### src/rtl/lp_pkg.sv
package lp_pkg;
  localparam int CONF_W = 2;
  localparam logic [CONF_W-1:0] CONF_FULL = '1;

  typedef enum logic [1:0] {
    UPD_NONE,
    UPD_ALLOC,
    UPD_STEP,
    UPD_CLOSE
  } upd_kind_e;

  function automatic logic [CONF_W-1:0] conf_bump(input logic [CONF_W-1:0] c);
    return (c == CONF_FULL) ? c : c + CONF_W'(1);
  endfunction
endpackage

### src/rtl/lp_match.sv
module lp_match #(
  parameter int ENTRIES = 8,
  parameter int PC_W    = 32,
  localparam int IDX_W  = $clog2(ENTRIES)
) (
  input  logic [ENTRIES-1:0]           vld,
  input  logic [ENTRIES-1:0][PC_W-1:0] tags,
  input  logic [PC_W-1:0]              pc,
  output logic [ENTRIES-1:0]           match,
  output logic                         hit,
  output logic [IDX_W-1:0]             idx
);
  for (genvar i = 0; i < ENTRIES; i++) begin : g_cmp
    assign match[i] = vld[i] && (tags[i] == pc);
  end

  assign hit = |match;

  always_comb begin
    idx = '0;
    for (int i = 0; i < ENTRIES; i++) begin
      if (match[i]) idx = idx | IDX_W'(i);
    end
  end
endmodule

### src/rtl/lp_alloc.sv
module lp_alloc #(
  parameter int ENTRIES = 8,
  parameter int PC_W    = 32,
  localparam int IDX_W  = $clog2(ENTRIES)
) (
  input  logic             clk,
  input  logic             rst_n,
  input  logic             fire,
  input  logic [PC_W-1:0]  pc,
  input  logic             taken,
  input  logic             bwd,
  input  logic             hit,
  output logic             alloc_en,
  output logic [IDX_W-1:0] alloc_idx
);
  logic            prev_vld;
  logic [PC_W-1:0] prev_pc;
  logic [IDX_W-1:0] victim;
  logic            back_taken;
  logic            repeat_seen;

  assign back_taken  = fire && bwd && taken;
  assign repeat_seen = prev_vld && (prev_pc == pc);
  assign alloc_en    = back_taken && !hit && repeat_seen;
  assign alloc_idx   = victim;

  always_ff @(posedge clk) begin
    if (!rst_n) begin
      prev_vld <= 1'b0;
      prev_pc  <= '0;
    end else if (back_taken) begin
      prev_vld <= 1'b1;
      prev_pc  <= pc;
    end
  end

  always_ff @(posedge clk) begin
    if (!rst_n) begin
      victim <= '0;
    end else if (alloc_en) begin
      victim <= (victim == IDX_W'(ENTRIES - 1)) ? '0 : victim + IDX_W'(1);
    end
  end
endmodule

### src/rtl/lp_table.sv
module lp_table
  import lp_pkg::*;
#(
  parameter int ENTRIES = 8,
  parameter int PC_W    = 32,
  parameter int CNT_W   = 10,
  localparam int IDX_W  = $clog2(ENTRIES)
) (
  input  logic                               clk,
  input  logic                               rst_n,
  input  upd_kind_e                          kind,
  input  logic [IDX_W-1:0]                   upd_idx,
  input  logic [PC_W-1:0]                    upd_pc,
  output logic [ENTRIES-1:0]                 vld,
  output logic [ENTRIES-1:0][PC_W-1:0]       tags,
  output logic [ENTRIES-1:0][CNT_W-1:0]      lim,
  output logic [ENTRIES-1:0][CNT_W-1:0]      cnt,
  output logic [ENTRIES-1:0][CONF_W-1:0]     conf
);
  localparam logic [CNT_W-1:0] CNT_SAT = {{(CNT_W-1){1'b1}}, 1'b0};

  for (genvar i = 0; i < ENTRIES; i++) begin : g_ent
    logic sel;
    logic [CNT_W-1:0] cnt_inc;
    assign sel     = (upd_idx == IDX_W'(i));
    assign cnt_inc = cnt[i] + CNT_W'(1);

    always_ff @(posedge clk) begin
      if (!rst_n) begin
        vld[i]  <= 1'b0;
        tags[i] <= '0;
        lim[i]  <= '0;
        cnt[i]  <= '0;
        conf[i] <= '0;
      end else if (sel) begin
        case (kind)
          UPD_ALLOC: begin
            vld[i]  <= 1'b1;
            tags[i] <= upd_pc;
            lim[i]  <= '0;
            cnt[i]  <= '0;
            conf[i] <= '0;
          end
          UPD_STEP: begin
            if (cnt[i] != CNT_SAT) cnt[i] <= cnt_inc;
          end
          UPD_CLOSE: begin
            if (cnt_inc == lim[i]) begin
              conf[i] <= conf_bump(conf[i]);
            end else begin
              lim[i]  <= cnt_inc;
              conf[i] <= '0;
            end
            cnt[i] <= '0;
          end
          default: ;
        endcase
      end
    end
  end
endmodule

### src/rtl/loop_trip_predictor.sv
module loop_trip_predictor
  import lp_pkg::*;
#(
  parameter int ENTRIES = 8,
  parameter int PC_W    = 32,
  parameter int CNT_W   = 10
) (
  input  logic            clk,
  input  logic            rst_n,
  input  logic [PC_W-1:0] lookup_pc,
  input  logic            base_taken,
  output logic            pred_taken,
  output logic            pred_override,
  input  logic            resolve_valid,
  output logic            resolve_ready,
  input  logic [PC_W-1:0] resolve_pc,
  input  logic            resolve_taken,
  input  logic            resolve_backward
);
  localparam int IDX_W = $clog2(ENTRIES);

  logic [ENTRIES-1:0]             ent_vld;
  logic [ENTRIES-1:0][PC_W-1:0]   ent_tag;
  logic [ENTRIES-1:0][CNT_W-1:0]  ent_lim;
  logic [ENTRIES-1:0][CNT_W-1:0]  ent_cnt;
  logic [ENTRIES-1:0][CONF_W-1:0] ent_conf;

  logic [ENTRIES-1:0] lk_match, rs_match;
  logic               lk_hit, rs_hit;
  logic [IDX_W-1:0]   lk_idx, rs_idx;
  logic               res_fire;
  logic               alloc_en;
  logic [IDX_W-1:0]   alloc_idx;
  upd_kind_e          kind;
  logic [IDX_W-1:0]   upd_idx;

  assign resolve_ready = 1'b1;
  assign res_fire      = resolve_valid && resolve_ready;

  lp_match #(.ENTRIES(ENTRIES), .PC_W(PC_W)) u_lk_match (
    .vld(ent_vld), .tags(ent_tag), .pc(lookup_pc),
    .match(lk_match), .hit(lk_hit), .idx(lk_idx)
  );

  lp_match #(.ENTRIES(ENTRIES), .PC_W(PC_W)) u_rs_match (
    .vld(ent_vld), .tags(ent_tag), .pc(resolve_pc),
    .match(rs_match), .hit(rs_hit), .idx(rs_idx)
  );

  lp_alloc #(.ENTRIES(ENTRIES), .PC_W(PC_W)) u_alloc (
    .clk(clk), .rst_n(rst_n), .fire(res_fire), .pc(resolve_pc),
    .taken(resolve_taken), .bwd(resolve_backward), .hit(rs_hit),
    .alloc_en(alloc_en), .alloc_idx(alloc_idx)
  );

  always_comb begin
    kind    = UPD_NONE;
    upd_idx = rs_idx;
    if (res_fire) begin
      if (alloc_en) begin
        kind    = UPD_ALLOC;
        upd_idx = alloc_idx;
      end else if (rs_hit) begin
        kind = resolve_taken ? UPD_STEP : UPD_CLOSE;
      end
    end
  end

  lp_table #(.ENTRIES(ENTRIES), .PC_W(PC_W), .CNT_W(CNT_W)) u_table (
    .clk(clk), .rst_n(rst_n), .kind(kind), .upd_idx(upd_idx),
    .upd_pc(resolve_pc), .vld(ent_vld), .tags(ent_tag),
    .lim(ent_lim), .cnt(ent_cnt), .conf(ent_conf)
  );

  logic [CNT_W-1:0]  sel_cnt, sel_lim;
  logic [CONF_W-1:0] sel_conf;
  logic [CNT_W:0]    iter_no;
  logic              keep_going;

  assign sel_cnt    = ent_cnt[lk_idx];
  assign sel_lim    = ent_lim[lk_idx];
  assign sel_conf   = ent_conf[lk_idx];
  assign iter_no    = {1'b0, sel_cnt} + {{CNT_W{1'b0}}, 1'b1};
  assign keep_going = iter_no < {1'b0, sel_lim};

  assign pred_override = lk_hit && (sel_conf == CONF_FULL);
  assign pred_taken    = pred_override ? keep_going : base_taken;
endmodule

### config.mk
export PLATFORM = sky130hd
export DESIGN_NAME = loop_trip_predictor
export DESIGN_NICKNAME = d
export VERILOG_FILES = /design/src/rtl/lp_pkg.sv /design/src/rtl/lp_match.sv /design/src/rtl/lp_alloc.sv /design/src/rtl/lp_table.sv /design/src/rtl/loop_trip_predictor.sv
export SDC_FILE = /design/constraint.sdc
export NUM_CORES = 2
export LEC_CHECK = 0
export BUFFER_PORTS_ARGS = -buffer_cell sky130_fd_sc_hd__buf_2
export CAP_MARGIN = 20
export CORE_UTILIZATION = 43
export CTS_CLUSTER_DIAMETER = 150
export DETAILED_ROUTE_END_ITERATION = 6
export PLACE_DENSITY = 0.61
export SETUP_SLACK_MARGIN = 0.5
export SYNTH_ARGS = -nofsm -noshare
export SYNTH_HDL_FRONTEND = slang
export SYNTH_SLANG_ARGS = --single-unit
export TNS_END_PERCENT = 1
### constraint.sdc
create_clock -name clk -period 13.2 [get_ports clk]
set_clock_uncertainty 0.05 [all_clocks]
set_input_delay 1.32 -clock clk [delete_from_list [all_inputs] [get_ports clk]]
set_output_delay 1.32 -clock clk [all_outputs]
set_load 0.03 [all_outputs]
==> metrics.md <==
| Metric | Value |
|---|---|
| CTS tree | `done` |
| Worst-skew pair later-pin latency | `620 ps` |
| DR WL/cell | `24.1 um` |
| Synthesized Nets | `3,609` |
| Die Wd | `263 um` |
| DR vias | `25,800` |
| Initial Util | `0.436` |
| Worst Setup EP | `pred_taken` |
| Final min period | `9010 ps` |
| Clock power share | `0.483` |
| ANT cells | `0` |
| CTS clk-pin slew, worst paths | `60 ps` |
| Pwr per Cell Area | `about 100 nW/um^2` |
| Grt total ovfl | `0` |
| RSZ-0062 raised after global routing | `no` |
| Max VDD drop | `0.0000949 V` |
| Area post-placement | `30,200 sq um` |
| Post-Route WL | `105,000 um` |
| Htree depth | `2` |
| Nets@finish | `3,540` |
| Number of synthesized register bits | `between 400 and 500` |
| # DRC | `0` |
| Seq/Total Area, Yosys | `0.325` |
| Cts hold-fix bufs | `0` |
| Synth warn | `0` |
| Clock Tree Buf Depth | `3` |
| WP data arrival | `7640 ps` |
| Async set-reset flop share out of synthesis | `0` |
| Status | `finished clean` |
| CTS Sinks | `476` |
| Mapped Avg Cell Area | `between 8 and 9 sq um` |
| Port buffer count | `71` |
| Core area | `67,300 sq um` |
| Path depth of the worst reg2reg path | `12` |
| Static Leak | `12.1 nW` |
| Dpl hpwl | `70,100 um` |
| Synthesized instance count | `between 3,000 and 4,000` |
| Initial drt markers | `2,933` |
| Rel. slew slack | `0.199` |
| Max Cap Viol | `0` |
| Die height | `263 um` |
| Switching power total | `0.000830 W` |
| Unique masters post-synth | `66` |
| Vias in the first global route | `23,500` |
| Net Sw Frac | `0.254` |
| Hold path depth | `2` |
| Combinational power share | `0.077` |
| CTS Buf Count | `54` |
| Resized cells post-CTS | `0` |
| Via/cell ratio | `5.93` |
| Cell area after layout | `32,000 sq um` |
| Synth Flop Type | `dfxtp_1` |
| Setup TNS | `0 ps` |
| First drt pass iteration count | `6` |
| Crit-path max FO | `43` |
| Pin count of the biggest net entering global routing | `209` |
| Tcrit/Tclk final | `0.683` |
| CP Capture Type | `output port` |
| Worst EP required | `between 10,000 and 15,000 ps` |
| Hold WC Path Type | `flip-flop to flip-flop` |
| Global-route wire length before repair | `155,000 um` |
| Pint | `0.00244 W` |
| Antenna-violating nets left | `0` |
| Post-Syn Area | `29,300 sq um` |
| Share of layout cells above drive strength 1 | `0.0754` |
| Number of flops mapped to enable cells by yosys | `0` |
| Reg2reg start | `u_table.tags[193]$_SDFFE_PN0P_` |
| FP Rows | `95` |
| Initial antenna violation count | `0` |
| I/O pin cnt | `73` |
| Fill count | `6,511` |
| Seq pwr share | `0.441` |
| Flop-to-flop setup slack | `7850 ps` |
| Die area | `69,200 sq um` |
| Setup Buffers After CTS | `0` |
| Crit path from | `lookup_pc[1]` |
| Root Driver | `clkbuf_16` |
| Slew Limit Fails | `0` |
| Type of origin of the critical path | `input port` |
| Worst Max-Slew Pin Slew | `1200 ps` |
| Placer congestion estimate | `0.969` |
| Gr usage total | `0.294` |
| Crit path kind | `input port to output port` |
| Area Overhead vs Synth | `9.23%` |
| Max Freq | `111 MHz` |
| Final Hold Fails | `0` |
| Final setup vio count | `0` |
| R2R Path End | `u_table.tags[35]$_SDFFE_PN0P_` |
[per-stage QoR]
stage               utilization  worst slack, ps  hold WS (ps)  cells  power [W]
detailed placement        0.448             4310           411   4250    0.00172
global route              0.476             3880           439   4350    0.00335
global placement          0.448             4420           405   4249    0.00172
CTS                       0.476             4300           419   4349    0.00328
finish                    0.476             4190           415   4350    0.00327
floorplan                     -             5260           389   3503    0.00163
[critical path: stages]
cell,delay [ps]
buf_2,400
xor2_1,180
nor4_1,320
nand4_1,150
nor3_1,690
or4_2,720
buf_4,610
mux2i_1,150
a22oi_1,200
o21a_1,190
ha_1,220
inv_1,50
nor4b_1,770
a31oi_1,180
a21oi_1,160
ha_1,260
a21o_1,190
a21oi_1,150
nand2_1,60
a31o_2,220
o21ai_0,170
buf_2,230
[synthesized netlist by cell type, types with 29 or more instances]
library cell | n | area share
a21oi_1 | 208 | 0.036
and3_1 | 29 | 0.0062
buf_2 | 70 | 0.012
clkbuf_1 | 160 | 0.020
dfxtp_1 | 476 | 0.33
ha_1 | 36 | 0.015
inv_1 | 29 | 0.0037
mux2i_1 | 322 | 0.11
nand2_1 | 357 | 0.046
nand3_1 | 96 | 0.016
nand4_1 | 113 | 0.024
nor2_1 | 332 | 0.043
nor3_1 | 49 | 0.0084
nor4_1 | 129 | 0.028
o21ai_0 | 55 | 0.0094
o22ai_1 | 29 | 0.0062
or3_1 | 42 | 0.0090
xnor2_1 | 281 | 0.084
xor2_1 | 412 | 0.12
[cell type report]
cell class / count / area [sq um] / share of cell area
sequential: 476 / 9530 / 0.298
timing repair buffer: 122 / 778 / 0.0243
multi-input combinational: 2749 / 18700 / 0.583
tap: 873 / 1090 / 0.0341
clock inverter: 16 / 193 / 0.00602
clock buffer: 83 / 1650 / 0.0516
inverter: 31 / 124 / 0.00387
[routing by layer]
| layer | vias up | track usage | share of wire |
|---|---|---|---|
| li1 | 12000 | - | - |
| met1 | 12400 | 0.430 | 0.45 |
| met2 | 1190 | 0.431 | 0.42 |
| met3 | 201 | 0.0497 | 0.093 |
| met4 | 0 | 0.101 | 0.036 |
| met5 | - | 0 | 0 |
[worst min-delay path by stage]
stage                                                  end  slack, ps                              from
after floorplan                u_table.vld[0]$_SDFFE_PN0P_        390       u_table.vld[0]$_SDFFE_PN0P_
after global placement    u_alloc.prev_pc[15]$_SDFFE_PN0P_        400  u_alloc.prev_pc[15]$_SDFFE_PN0P_
after detailed placement  u_alloc.prev_pc[19]$_SDFFE_PN0P_        410  u_alloc.prev_pc[19]$_SDFFE_PN0P_
after CTS                  u_alloc.prev_pc[7]$_SDFFE_PN0P_        420   u_alloc.prev_pc[7]$_SDFFE_PN0P_
after global routing       u_alloc.prev_pc[7]$_SDFFE_PN0P_        440   u_alloc.prev_pc[7]$_SDFFE_PN0P_
final                     u_alloc.prev_pc[26]$_SDFFE_PN0P_        410  u_alloc.prev_pc[26]$_SDFFE_PN0P_
[flip-flops by register name, indices dropped and copies added (netlist names)]
name,count
u_table.tags,256
u_table.cnt,80
u_table.lim,80
u_alloc.prev_pc,32
u_table.conf,16
u_table.vld,8
u_alloc.alloc_idx,3
u_alloc.prev_vld,1
[logic make-up after synthesis]
| logic type | Yosys count | synth area share |
|---|---|---|
| and+or+nand+nor | 1272 | 0.212 |
| muxes | 345 | 0.119 |
| xor gates and xnor gates | 693 | 0.207 |
| DFF | 476 | 0.325 |
| adders and majority gates | 36 | 0.0154 |
| AOI/OAI and AO/OA | 402 | 0.0816 |
| other | 1 | 0.000128 |
| buffers and inverters | 278 | 0.0397 |
[power groups by stage]
| stage | registers [W] | logic, W | clock network (W) |
|---|---|---|---|
| final | 0.00144 | 0.000251 | 0.00158 |
| after global routing | 0.00144 | 0.000260 | 0.00165 |
| after floorplan | 0.00147 | 0.000158 | 0 |
| after detailed placement | 0.00147 | 0.000242 | 0 |
| after global placement | 0.00147 | 0.000242 | 0 |
| after CTS | 0.00144 | 0.000243 | 0.00160 |
[placed cells by master (no fill, tap or decap), types with 25 or more instances in the layout]
cell type,synthesis,final
dfxtp_1,476,476
xor2_1,412,412
nand2_1,357,354
nor2_1,332,330
mux2i_1,322,322
xnor2_1,281,281
a21oi_1,208,207
nor4_1,129,129
nand4_1,113,113
nand3_1,96,96
buf_2,70,70
clkbuf_16,0,55
o21ai_0,55,54
nor3_1,49,49
buf_4,9,49
or3_1,42,42
ha_1,36,36
and3_1,29,29
o22ai_1,29,29
inv_1,29,28
o32ai_1,27,27
and2_1,25,25
(Power assumes the default switching activity.)
